## src/rtl/baud_div_pkg.sv

```systemverilog
package baud_div_pkg;

  // Registered strobe set leaving the divider
  typedef struct packed {
    logic ovs;
    logic baud;
    logic mem;
  } tick_set_t;

  function automatic int max2(input int a, input int b);
    return (a > b) ? a : b;
  endfunction

endpackage

```

## src/rtl/baud_div_counter.sv

```systemverilog
module baud_div_counter #(
  parameter int CNT_W = 8
) (
  input  logic             clk,
  input  logic             rst_n,
  output logic [CNT_W-1:0] cnt_o
);

  logic [CNT_W-1:0] cnt_q;
  logic [CNT_W-1:0] cnt_d;

  // next-state: free-running binary count, wraps naturally
  always_comb begin
    cnt_d = cnt_q + {{(CNT_W-1){1'b0}}, 1'b1};
  end

  always_ff @(posedge clk or negedge rst_n) begin
    if (!rst_n) begin
      cnt_q <= '0;
    end else begin
      cnt_q <= cnt_d;
    end
  end

  assign cnt_o = cnt_q;

  AST_CNT_STEP: assert property (@(posedge clk) disable iff (!rst_n)
    $past(rst_n) |-> (cnt_q == CNT_W'($past(cnt_q) + 1'b1)));

endmodule

```

## src/rtl/baud_div_carry.sv

```systemverilog
module baud_div_carry #(
  parameter int CNT_W = 8
) (
  input  logic [CNT_W-1:0] cnt_i,
  output logic [CNT_W-1:0] ones_o
);

  // ones_o[n] is high when cnt_i[n:0] are all ones, i.e. bit n+1
  // toggles on the next edge: that is the tap of period 2^(n+1).
  assign ones_o[0] = cnt_i[0];

  for (genvar n = 1; n < CNT_W; n++) begin : g_chain
    assign ones_o[n] = ones_o[n-1] & cnt_i[n];
  end

endmodule

```

## src/rtl/baud_div_tap_sel.sv

```systemverilog
module baud_div_tap_sel
  import baud_div_pkg::*;
#(
  parameter int CNT_W       = 8,
  parameter int FIRST_SHIFT = 1,
  parameter int NUM_OCT     = 4,
  parameter int OVS_LOG     = 4,
  parameter int MEM_SHIFT   = 6,
  localparam int SEL_W      = (NUM_OCT > 1) ? $clog2(NUM_OCT) : 1,
  localparam int IDX_W      = (CNT_W > 1) ? $clog2(CNT_W) : 1
) (
  input  logic             clk,
  input  logic             rst_n,
  input  logic [SEL_W-1:0] sel_i,
  input  logic [CNT_W-1:0] ones_i,
  output tick_set_t        ticks_o
);

  logic [IDX_W-1:0] ovs_idx;
  logic [IDX_W-1:0] baud_idx;
  tick_set_t        ticks_d;
  tick_set_t        ticks_q;

  // next-state: same octave for both selections, baud sits OVS_LOG stages deeper
  always_comb begin
    ovs_idx      = IDX_W'(FIRST_SHIFT - 1) + IDX_W'(sel_i);
    baud_idx     = ovs_idx + IDX_W'(OVS_LOG);
    ticks_d.ovs  = ones_i[ovs_idx];
    ticks_d.baud = ones_i[baud_idx];
    ticks_d.mem  = ones_i[MEM_SHIFT-1];
  end

  always_ff @(posedge clk or negedge rst_n) begin
    if (!rst_n) begin
      ticks_q <= '0;
    end else begin
      ticks_q <= ticks_d;
    end
  end

  assign ticks_o = ticks_q;

  AST_BAUD_LOCK: assert property (@(posedge clk) disable iff (!rst_n)
    ticks_q.baud |-> ticks_q.ovs);

  AST_OVS_PULSE: assert property (@(posedge clk) disable iff (!rst_n)
    ticks_q.ovs |=> !ticks_q.ovs);

  AST_BAUD_PULSE: assert property (@(posedge clk) disable iff (!rst_n)
    ticks_q.baud |=> !ticks_q.baud);

  AST_MEM_PULSE: assert property (@(posedge clk) disable iff (!rst_n)
    ticks_q.mem |=> !ticks_q.mem);

endmodule

```

## src/rtl/baud_tick_gen.sv

```systemverilog
module baud_tick_gen
  import baud_div_pkg::*;
#(
  parameter int FIRST_SHIFT = 1,
  parameter int NUM_OCT     = 4,
  parameter int OVS_LOG     = 4,
  parameter int MEM_SHIFT   = 6,
  localparam int SEL_W      = (NUM_OCT > 1) ? $clog2(NUM_OCT) : 1
) (
  input  logic             clk,
  input  logic             rst_n,
  input  logic [SEL_W-1:0] sel_i,
  output logic             ovs_tick_o,
  output logic             baud_tick_o,
  output logic             mem_tick_o
);

  localparam int CNT_W = max2(FIRST_SHIFT + NUM_OCT - 1 + OVS_LOG, MEM_SHIFT);

  logic [CNT_W-1:0] cnt;
  logic [CNT_W-1:0] ones;
  tick_set_t        ticks;

  baud_div_counter #(
    .CNT_W (CNT_W)
  ) u_counter (
    .clk   (clk),
    .rst_n (rst_n),
    .cnt_o (cnt)
  );

  baud_div_carry #(
    .CNT_W (CNT_W)
  ) u_carry (
    .cnt_i  (cnt),
    .ones_o (ones)
  );

  baud_div_tap_sel #(
    .CNT_W       (CNT_W),
    .FIRST_SHIFT (FIRST_SHIFT),
    .NUM_OCT     (NUM_OCT),
    .OVS_LOG     (OVS_LOG),
    .MEM_SHIFT   (MEM_SHIFT)
  ) u_tap_sel (
    .clk     (clk),
    .rst_n   (rst_n),
    .sel_i   (sel_i),
    .ones_i  (ones),
    .ticks_o (ticks)
  );

  assign ovs_tick_o  = ticks.ovs;
  assign baud_tick_o = ticks.baud;
  assign mem_tick_o  = ticks.mem;

  AST_RESET_QUIET: assert property (@(posedge clk)
    !rst_n |-> (!ovs_tick_o && !baud_tick_o && !mem_tick_o));

endmodule

```

## config.mk

```make
export PLATFORM = sky130hd
export DESIGN_NAME = baud_tick_gen
export DESIGN_NICKNAME = d
export VERILOG_FILES = /design/src/rtl/baud_div_pkg.sv /design/src/rtl/baud_div_counter.sv /design/src/rtl/baud_div_carry.sv /design/src/rtl/baud_div_tap_sel.sv /design/src/rtl/baud_tick_gen.sv
export SDC_FILE = /design/constraint.sdc
export NUM_CORES = 1
export LEC_CHECK = 0
export BUFFER_PORTS_ARGS = -buffer_cell sky130_fd_sc_hd__buf_4
export CORE_MARGIN = 1
export CORE_UTILIZATION = 30
export DETAILED_ROUTE_END_ITERATION = 8
export PLACE_DENSITY = 0.59
export SYNTH_ARGS = -nofsm -noshare
export SYNTH_HDL_FRONTEND = slang
export SYNTH_HIERARCHICAL = 1
export SYNTH_SLANG_ARGS = --single-unit
```

## constraint.sdc

```tcl
create_clock -name clk -period 1.7 [get_ports clk]
set_clock_uncertainty 0.05 [all_clocks]
set_input_delay 0.17 -clock clk [delete_from_list [all_inputs] [get_ports clk]]
set_output_delay 0.17 -clock clk [all_outputs]
set_load 0.05 [all_outputs]
```

==> results of run 1 <==
-- routing by layer --
metal	track usage	share of wire	vias up
met5	0	0	-
met4	0.0188	0	0
met3	0.0833	0.096	0
met2	0.173	0.42	10
met1	0.149	0.48	143
li1	-	-	160
-- path summary, 6_finish.rpt --
check,cells past startpoint,endpoint,slack (ns)
max in group asynchronous,2,u_counter/cnt_o[3]$_DFF_PN0_,1.23
min reg2reg,1,u_counter/cnt_o[7]$_DFF_PN0_,0.43
max reg2reg,3,u_tap_sel/ticks_o[1]$_DFF_PN0_,0.33
max,3,u_tap_sel/ticks_o[1]$_DFF_PN0_,0.33
min,2,u_tap_sel/ticks_o[2]$_DFF_PN0_,0.10
min in group asynchronous,2,u_tap_sel/ticks_o[2]$_DFF_PN0_,0.22
-- metrics by stage --
| step | utilization | area [um^2] |
|---|---|---|
| 5_1_grt | 0.394 | 614 |
| 3_5_place_dp | 0.371 | 578 |
| 4_1_cts | 0.394 | 614 |
| 6_report | 0.394 | 614 |
| 3_3_place_gp | 0.371 | 578 |
| 2_1_floorplan | - | 520 |
-- final cells by class --
type                    count  area, um^2  share of cell area
clock buffers               4        26.3              0.0428
multi-input cells          26         223               0.363
well taps                  16        20.0              0.0326
repair buffers              7        55.1              0.0896
inverters                   4        15.0              0.0244
flip-flops and latches     11         275               0.448
-- synthesized netlist by cell type --
cell type | n | share of area
sky130_fd_sc_hd__xnor2_1 | 3 | 0.050
sky130_fd_sc_hd__nand3_1 | 3 | 0.029
sky130_fd_sc_hd__xor2_1 | 3 | 0.050
sky130_fd_sc_hd__nand3_2 | 1 | 0.019
sky130_fd_sc_hd__nor3_2 | 2 | 0.038
sky130_fd_sc_hd__nor2_1 | 4 | 0.029
sky130_fd_sc_hd__nand2_1 | 3 | 0.022
sky130_fd_sc_hd__nand4_2 | 1 | 0.024
sky130_fd_sc_hd__and3_2 | 1 | 0.014
sky130_fd_sc_hd__and3_1 | 1 | 0.012
sky130_fd_sc_hd__mux4_1 | 2 | 0.10
sky130_fd_sc_hd__dfrtp_1 | 11 | 0.53
sky130_fd_sc_hd__and2_2 | 1 | 0.014
sky130_fd_sc_hd__buf_4 | 1 | 0.014
sky130_fd_sc_hd__inv_1 | 4 | 0.029
sky130_fd_sc_hd__ha_1 | 1 | 0.024
-- kinds of logic after synthesis --
logic type,count (synthesis)
AND/OR/NAND/NOR,17
flip-flops,11
XOR/XNOR,6
buffers and inverters,5
multiplexers,2
adder cells (fa/ha/maj),1
-- power groups by stage --
stage	Clock (mW)	Combinational, mW	Sequential, mW
after floorplan	0	0.00279	0.267
after global placement	0	0.0146	0.267
after detailed placement	0	0.0151	0.267
after CTS	0.184	0.0169	0.262
after global routing	0.199	0.0187	0.261
final	0.177	0.0160	0.262
-- worst reg2reg max path, cell delays in order (launching register included) --
cell                      delay [ns]
sky130_fd_sc_hd__dfrtp_1        0.45
sky130_fd_sc_hd__nand4_2        0.18
sky130_fd_sc_hd__nor2_1         0.08
sky130_fd_sc_hd__mux4_1         0.49
-- flip-flops by register name, indices dropped and copies added, names as in the netlist --
signal             cells
u_counter/cnt_o        8
u_tap_sel/ticks_o      3
==> impl_summary.txt, run 1 <==
----------------------------------------------------
[Status]
  Outcome ... complete, but fails checks
  Violated checks ... DRC

[Layout]
  Ant. Diodes ... 0
  Leading cell types in the layout, fill and taps excluded ... 11 x sky130_fd_sc_hd__dfrtp_1, 6 x sky130_fd_sc_hd__buf_4, 4 x sky130_fd_sc_hd__inv_1, 4 x sky130_fd_sc_hd__nor2_1
  FILL cells ... roughly 150
  Leading cell type in the layout, fill and taps excluded ... sky130_fd_sc_hd__dfrtp_1
  Area delta synth->final ... 18.0%
  Net count, final ... 58
  Share of post-route cells with drive strength above 1 ... 0.288
  Non-Filler Instances ... 68

[Power and ir drop]
  Leakage component of the power ... 0.325 nW
  Peak VDD IR ... 0.445 mV
  Sequential share of power ... 0.576
  Power spent charging and discharging nets ... around 0.093 mW
  Clock share of power ... 0.389
  Internal Pwr Total ... 0.361 mW
  Proportion of total power due to net switching ... 0.206
  Power, Total ... 0.454 mW
  Power per unit of standard cell area ... 740 nW/um^2
  Comb pwr share ... 0.035

[Timing]
  Worst slack on hold paths ... 0.102 ns
  Worst-case headroom to the max-slew limit ... 0.855
  Setup tns final ... 0 ns
  Slew @ Worst Pin ... 0.217 ns
  Final Hold Viols ... 0
  Final period demand of the worst path ... 1.37 ns
  Maximum achievable frequency ... 731 MHz
  Setup WS post-layout ... roughly 0.33 ns
  Final-report setup violation count ... 0
  Pins Over Slew Limit ... 0
  RSZ-0062 raised after global routing ... no
  Fin crit share ... 0.805

[Yosys]
  Number of standard cells after synthesis ... 42
  Xor/xnor cell area share of the yosys netlist ... 0.101
  Synthesized-area fraction occupied by and/or/nand/nor cells ... 0.202
  Dominant combinational cell family by area after synthesis ... simple AND/OR/NAND/NOR gates
  Proportion of synthesized area in mux cells ... 0.101
  Share of the synthesized area in compound gates (AO/OA/AOI/OAI) ... 0
  Synth unique cells ... 16
  Adder-cell share of the synthesized area ... 0.0240
  Synthesized cell area ... 520 um^2
  Share of the yosys chip area belonging to registers ... 0.529
  Synthesized area per cell ... 12.4 um^2
  Number of nets produced by synthesis ... 47
  #FFs+latches synth ... 11
  Count of warnings emitted by yosys ... 6

[Floorplan]
  Die outline area ... 1910 um^2
  Core Footprint ... 1560 um^2
  Num ports ... 7
  Die boundary width ... 43.7 um
  Die boundary height ... 43.7 um
  Starting utilization of the core area ... 0.334
  Row count ... 14

[Clock tree]
  TritonCTS clock tree ... yes
  Clock sinks ... 11
  CTS H-tree depth ... 1
  Clk Tree Root Cell ... sky130_fd_sc_hd__clkbuf_4
  Clock insertion delay at the later pin of the skew report ... 0.26 ns
  Cts-stage hold buffer count ... 1
  Buffer levels on the longest clock path ... 2
  CTS clk-pin slew, worst paths ... ~0.070 ns
  Num CTS Buffers ... 3
  Quantity of gates resized following cts ... 0
  Post CTS Setup Buffer Count ... 0

[Placed design]
  DP Wirelength ... 611 um
  Number of port buffers ... 6
  Final estimated routing congestion in global placement ... between 0.7 and 0.8
  Worst setup slack after placement ... between 0.3 and 0.4 ns
  Cells after DPL ... 63

[Worst setup path]
  Data arrival at the endpoint of the critical path ... approximately 1.5 ns
  FF-to-FF Start ... u_counter/cnt_o[2]$_DFF_PN0_
  CP delay by family, top ... multiplexers
  Worst-path cell with the longest stage delay ... sky130_fd_sc_hd__mux4_1
  Type of the worst setup path ... reg -> reg
  Number of buffer and inverter stages on the critical path ... 0
  Largest stage delay on the critical path ... 0.49 ns
  Crit Path Max Fanout ... 6
  Required @ worst endpoint ... ~1.8 ns
  Critical Path Start Type ... flip-flop
  Cell chain of the critical path ... nand4_2, nor2_1, mux4_1
  Setup crit end kind ... flip-flop
  Worst setup startpoint ... u_counter/cnt_o[2]$_DFF_PN0_

[Min path]
  Source of the worst hold timing path ... sel_i[1]
  Hold/Removal Path Class ... in -> reg

[Global route]
  Global-route congestion overflow total ... 0
  Largest net degree at the start of global routing ... 12
  Number of antenna violations at the first check in global routing ... 0
  First-pass GRT wire length ... 1550 um
  GRT Resource Usage Total ... 0.120
  Vias in the first global route ... 332

[Detailed routing]
  Post-route DRC ... 3
  Detailed-route via count ... 313
  Number of nets with antenna violations after detailed routing ... 0
  Length of the first detailed-routing pass in iterations ... 6
  Detail-routed net length per standard cell ... 12.3 um
  Number of vias per cell ... approximately 4.6
  Number of DRC markers after the initial detailed-route iteration ... 4
  Final Routed Wirelength ... 834 um

[Run]
  Max-capacitance violation count ... 0

----------------------------------------------------
No activity file was read; power rests on OpenSTA's default activity.
==> run 2: changes to the inputs <==
- clock period: 1.7 -> 1.35 ns (I/O delays scaled with it)
==> run 2 against run 1 <==
The flow still finishes with violations (DRC). First-iteration DRC count up 75%. Combinational power up 28%. Clock power up 24%. Highest routed layer is now met4. Total power up 25%. Largest cell class unchanged. Design area up 9.6%. Critical path depth down 1. Die area unchanged. Register-to-register slack worse by 0.29 ns. Global-route usage up 1.8 points.
==> impl_summary.txt, run 2 (same netlist as run 1, synthesis figures left out) <==
----------------------------------------------------
[Layout]
  Number of flip-flops under the largest register name ... 8
  Net count, final ... 65
  Final core utilization ... 0.432
  Footprint of the multi-input gates ... 228 um^2
  Leading cell types in the layout, fill and taps excluded ... 13 x sky130_fd_sc_hd__buf_4, 10 x sky130_fd_sc_hd__dfrtp_1, 4 x sky130_fd_sc_hd__inv_1, 4 x sky130_fd_sc_hd__nor2_1
  FILL cells ... 160
  Area delta synth->final ... 29.3%
  Area taken by flip-flops and latches ... 277 um^2
  Leading cell type in the layout, fill and taps excluded ... sky130_fd_sc_hd__buf_4
  Share of post-route cells with drive strength above 1 ... 0.407
  Ant. Diodes ... 0

[Global route]
  Global-route congestion overflow total ... 0
  Number of antenna violations at the first check in global routing ... 0
  Largest net degree at the start of global routing ... 12
  Vias in the first global route ... about 380
  GRT Resource Usage Total ... 0.138
  First-pass GRT wire length ... 1720 um

[Min path]
  Hold path cells ... 2
  Source of the worst hold timing path ... sel_i[1]
  Endpoint of the worst hold-timing path ... u_tap_sel/ticks_o[2]$_DFF_PN0_
  Hold/Removal Path Class ... in -> reg

[Detailed routing]
  Number of nets with antenna violations after detailed routing ... 0
  Final Routed Wirelength ... around 950 um
  Number of DRC markers after the initial detailed-route iteration ... 7
  Detailed-route via count ... 359
  Number of vias per cell ... 4.79
  Post-route DRC ... 3
  Length of the first detailed-routing pass in iterations ... 5
  Detail-routed net length per standard cell ... 12.7 um

[Timing]
  Worst-case headroom to the max-slew limit ... 0.881
  Setup WS post-layout ... 0.0406 ns
  Slew @ Worst Pin ... approximately 0.18 ns
  Final period demand of the worst path ... 1.31 ns
  Worst slack on hold paths ... 0.0666 ns
  Setup tns final ... 0 ns
  Final-report setup violation count ... 0
  Maximum achievable frequency ... 764 MHz
  RSZ-0062 raised after global routing ... no
  Final Hold Viols ... 0
  Fin crit share ... 0.970
  Pins Over Slew Limit ... 0

[Clock tree]
  CTS clk-pin slew, worst paths ... 0.06 ns
  TritonCTS clock tree ... yes
  Buffer levels on the longest clock path ... 2
  Num CTS Buffers ... 3
  Clock insertion delay at the later pin of the skew report ... 0.27 ns
  CTS H-tree depth ... 1
  Clk Tree Root Cell ... sky130_fd_sc_hd__clkbuf_4
  Clock sinks ... 11

[Worst setup path]
  Reg-to-reg endpoint ... u_tap_sel/ticks_o[2]$_DFF_PN0_
  Reg2Reg Depth ... 2
  Crit Path Max Fanout ... 6
  Flop2flop setup slack ... roughly 0.04 ns
  Data arrival at the endpoint of the critical path ... 1.40 ns
  Critical Path Start Type ... flip-flop
  Setup crit end kind ... flip-flop
  FF-to-FF Start ... u_counter/cnt_o[0]$_DFF_PN0_
  Type of the worst setup path ... reg -> reg
  Required @ worst endpoint ... 1.44 ns

[Floorplan]
  Row count ... 14
  Die outline area ... 1910 um^2
  Starting utilization of the core area ... 0.334
  Core Footprint ... 1560 um^2
  Num ports ... 7
  Die boundary height ... ~44 um
  Die boundary width ... 43.7 um

[Status]
  Outcome ... complete, but fails checks
  Violated checks ... DRC

[Power and ir drop]
  Power, Total ... 0.570 mW
  Power per unit of standard cell area ... 847 nW/um^2
  Leakage component of the power ... between 0.3 and 0.4 nW
  Peak VDD IR ... around 0.47 mV

[Placed design]
  Worst setup slack after placement ... -0.00184 ns
  Number of port buffers ... 6
  Final estimated routing congestion in global placement ... 0.737
  DP Wirelength ... slightly above 700 um

[Run]
  Max-capacitance violation count ... 0

----------------------------------------------------
[run 2: metal layers]
layer | routed length, um | global-route usage
met5 | 0 | 0
met4 | 14 | 0.0938
met3 | 64 | 0.0750
met2 | 443 | 0.206
met1 | 428 | 0.148
[run 2: worst max-delay path: stages, from the launching register on]
cell and delay [ns]:
sky130_fd_sc_hd__dfrtp_2 0.45, sky130_fd_sc_hd__and3_2 0.21, sky130_fd_sc_hd__mux4_1 0.47
[run 2: timing repair]
action,in CTS,in global routing
resized for setup,1,2
setup buffers,1,0
pin swaps,0,1
endpoints found under the setup margin,1,2
gates cloned,0,0
hold buffers,1,0
endpoints found under the hold margin,11,0
[run 2: metrics by stage]
step | instance area (um^2) | std cells
3_5_place_dp | 623 | 69
6_report | 673 | 75
4_1_cts | 676 | 75
5_1_grt | 673 | 75
3_3_place_gp | 623 | 69
2_1_floorplan | 520 | 42
[run 2: layout make-up]
type,instances,area share
flip-flops and latches,11,0.411
multi-input cells,26,0.338
repair buffers,14,0.160
clock buffers,4,0.0390
well taps,16,0.0297
inverters,4,0.0223
[run 2: worst max-delay path by stage]
stage	from	endpoint	slack (ns)	depth (start not counted)
after floorplan	u_counter/cnt_o[2]$_DFF_PN0_	u_tap_sel/ticks_o[1]$_DFF_PN0_	0.05	3
after global placement	u_counter/cnt_o[0]$_DFF_PN0_	u_tap_sel/ticks_o[1]$_DFF_PN0_	0.05	3
after detailed placement	u_counter/cnt_o[0]$_DFF_PN0_	u_tap_sel/ticks_o[1]$_DFF_PN0_	-0.002	3
after CTS	u_counter/cnt_o[0]$_DFF_PN0_	u_tap_sel/ticks_o[1]$_DFF_PN0_	0.01	3
after global routing	u_counter/cnt_o[0]$_DFF_PN0_	u_tap_sel/ticks_o[2]$_DFF_PN0_	0.006	2
final	u_counter/cnt_o[0]$_DFF_PN0_	u_tap_sel/ticks_o[2]$_DFF_PN0_	0.04	2
[run 2: power by group]
group	internal, mW	leakage, nW	switching [mW]
Clock	0.115	0.0150	0.105
Sequential	0.330	0.139	0
Combinational	0.0109	0.187	0.00957
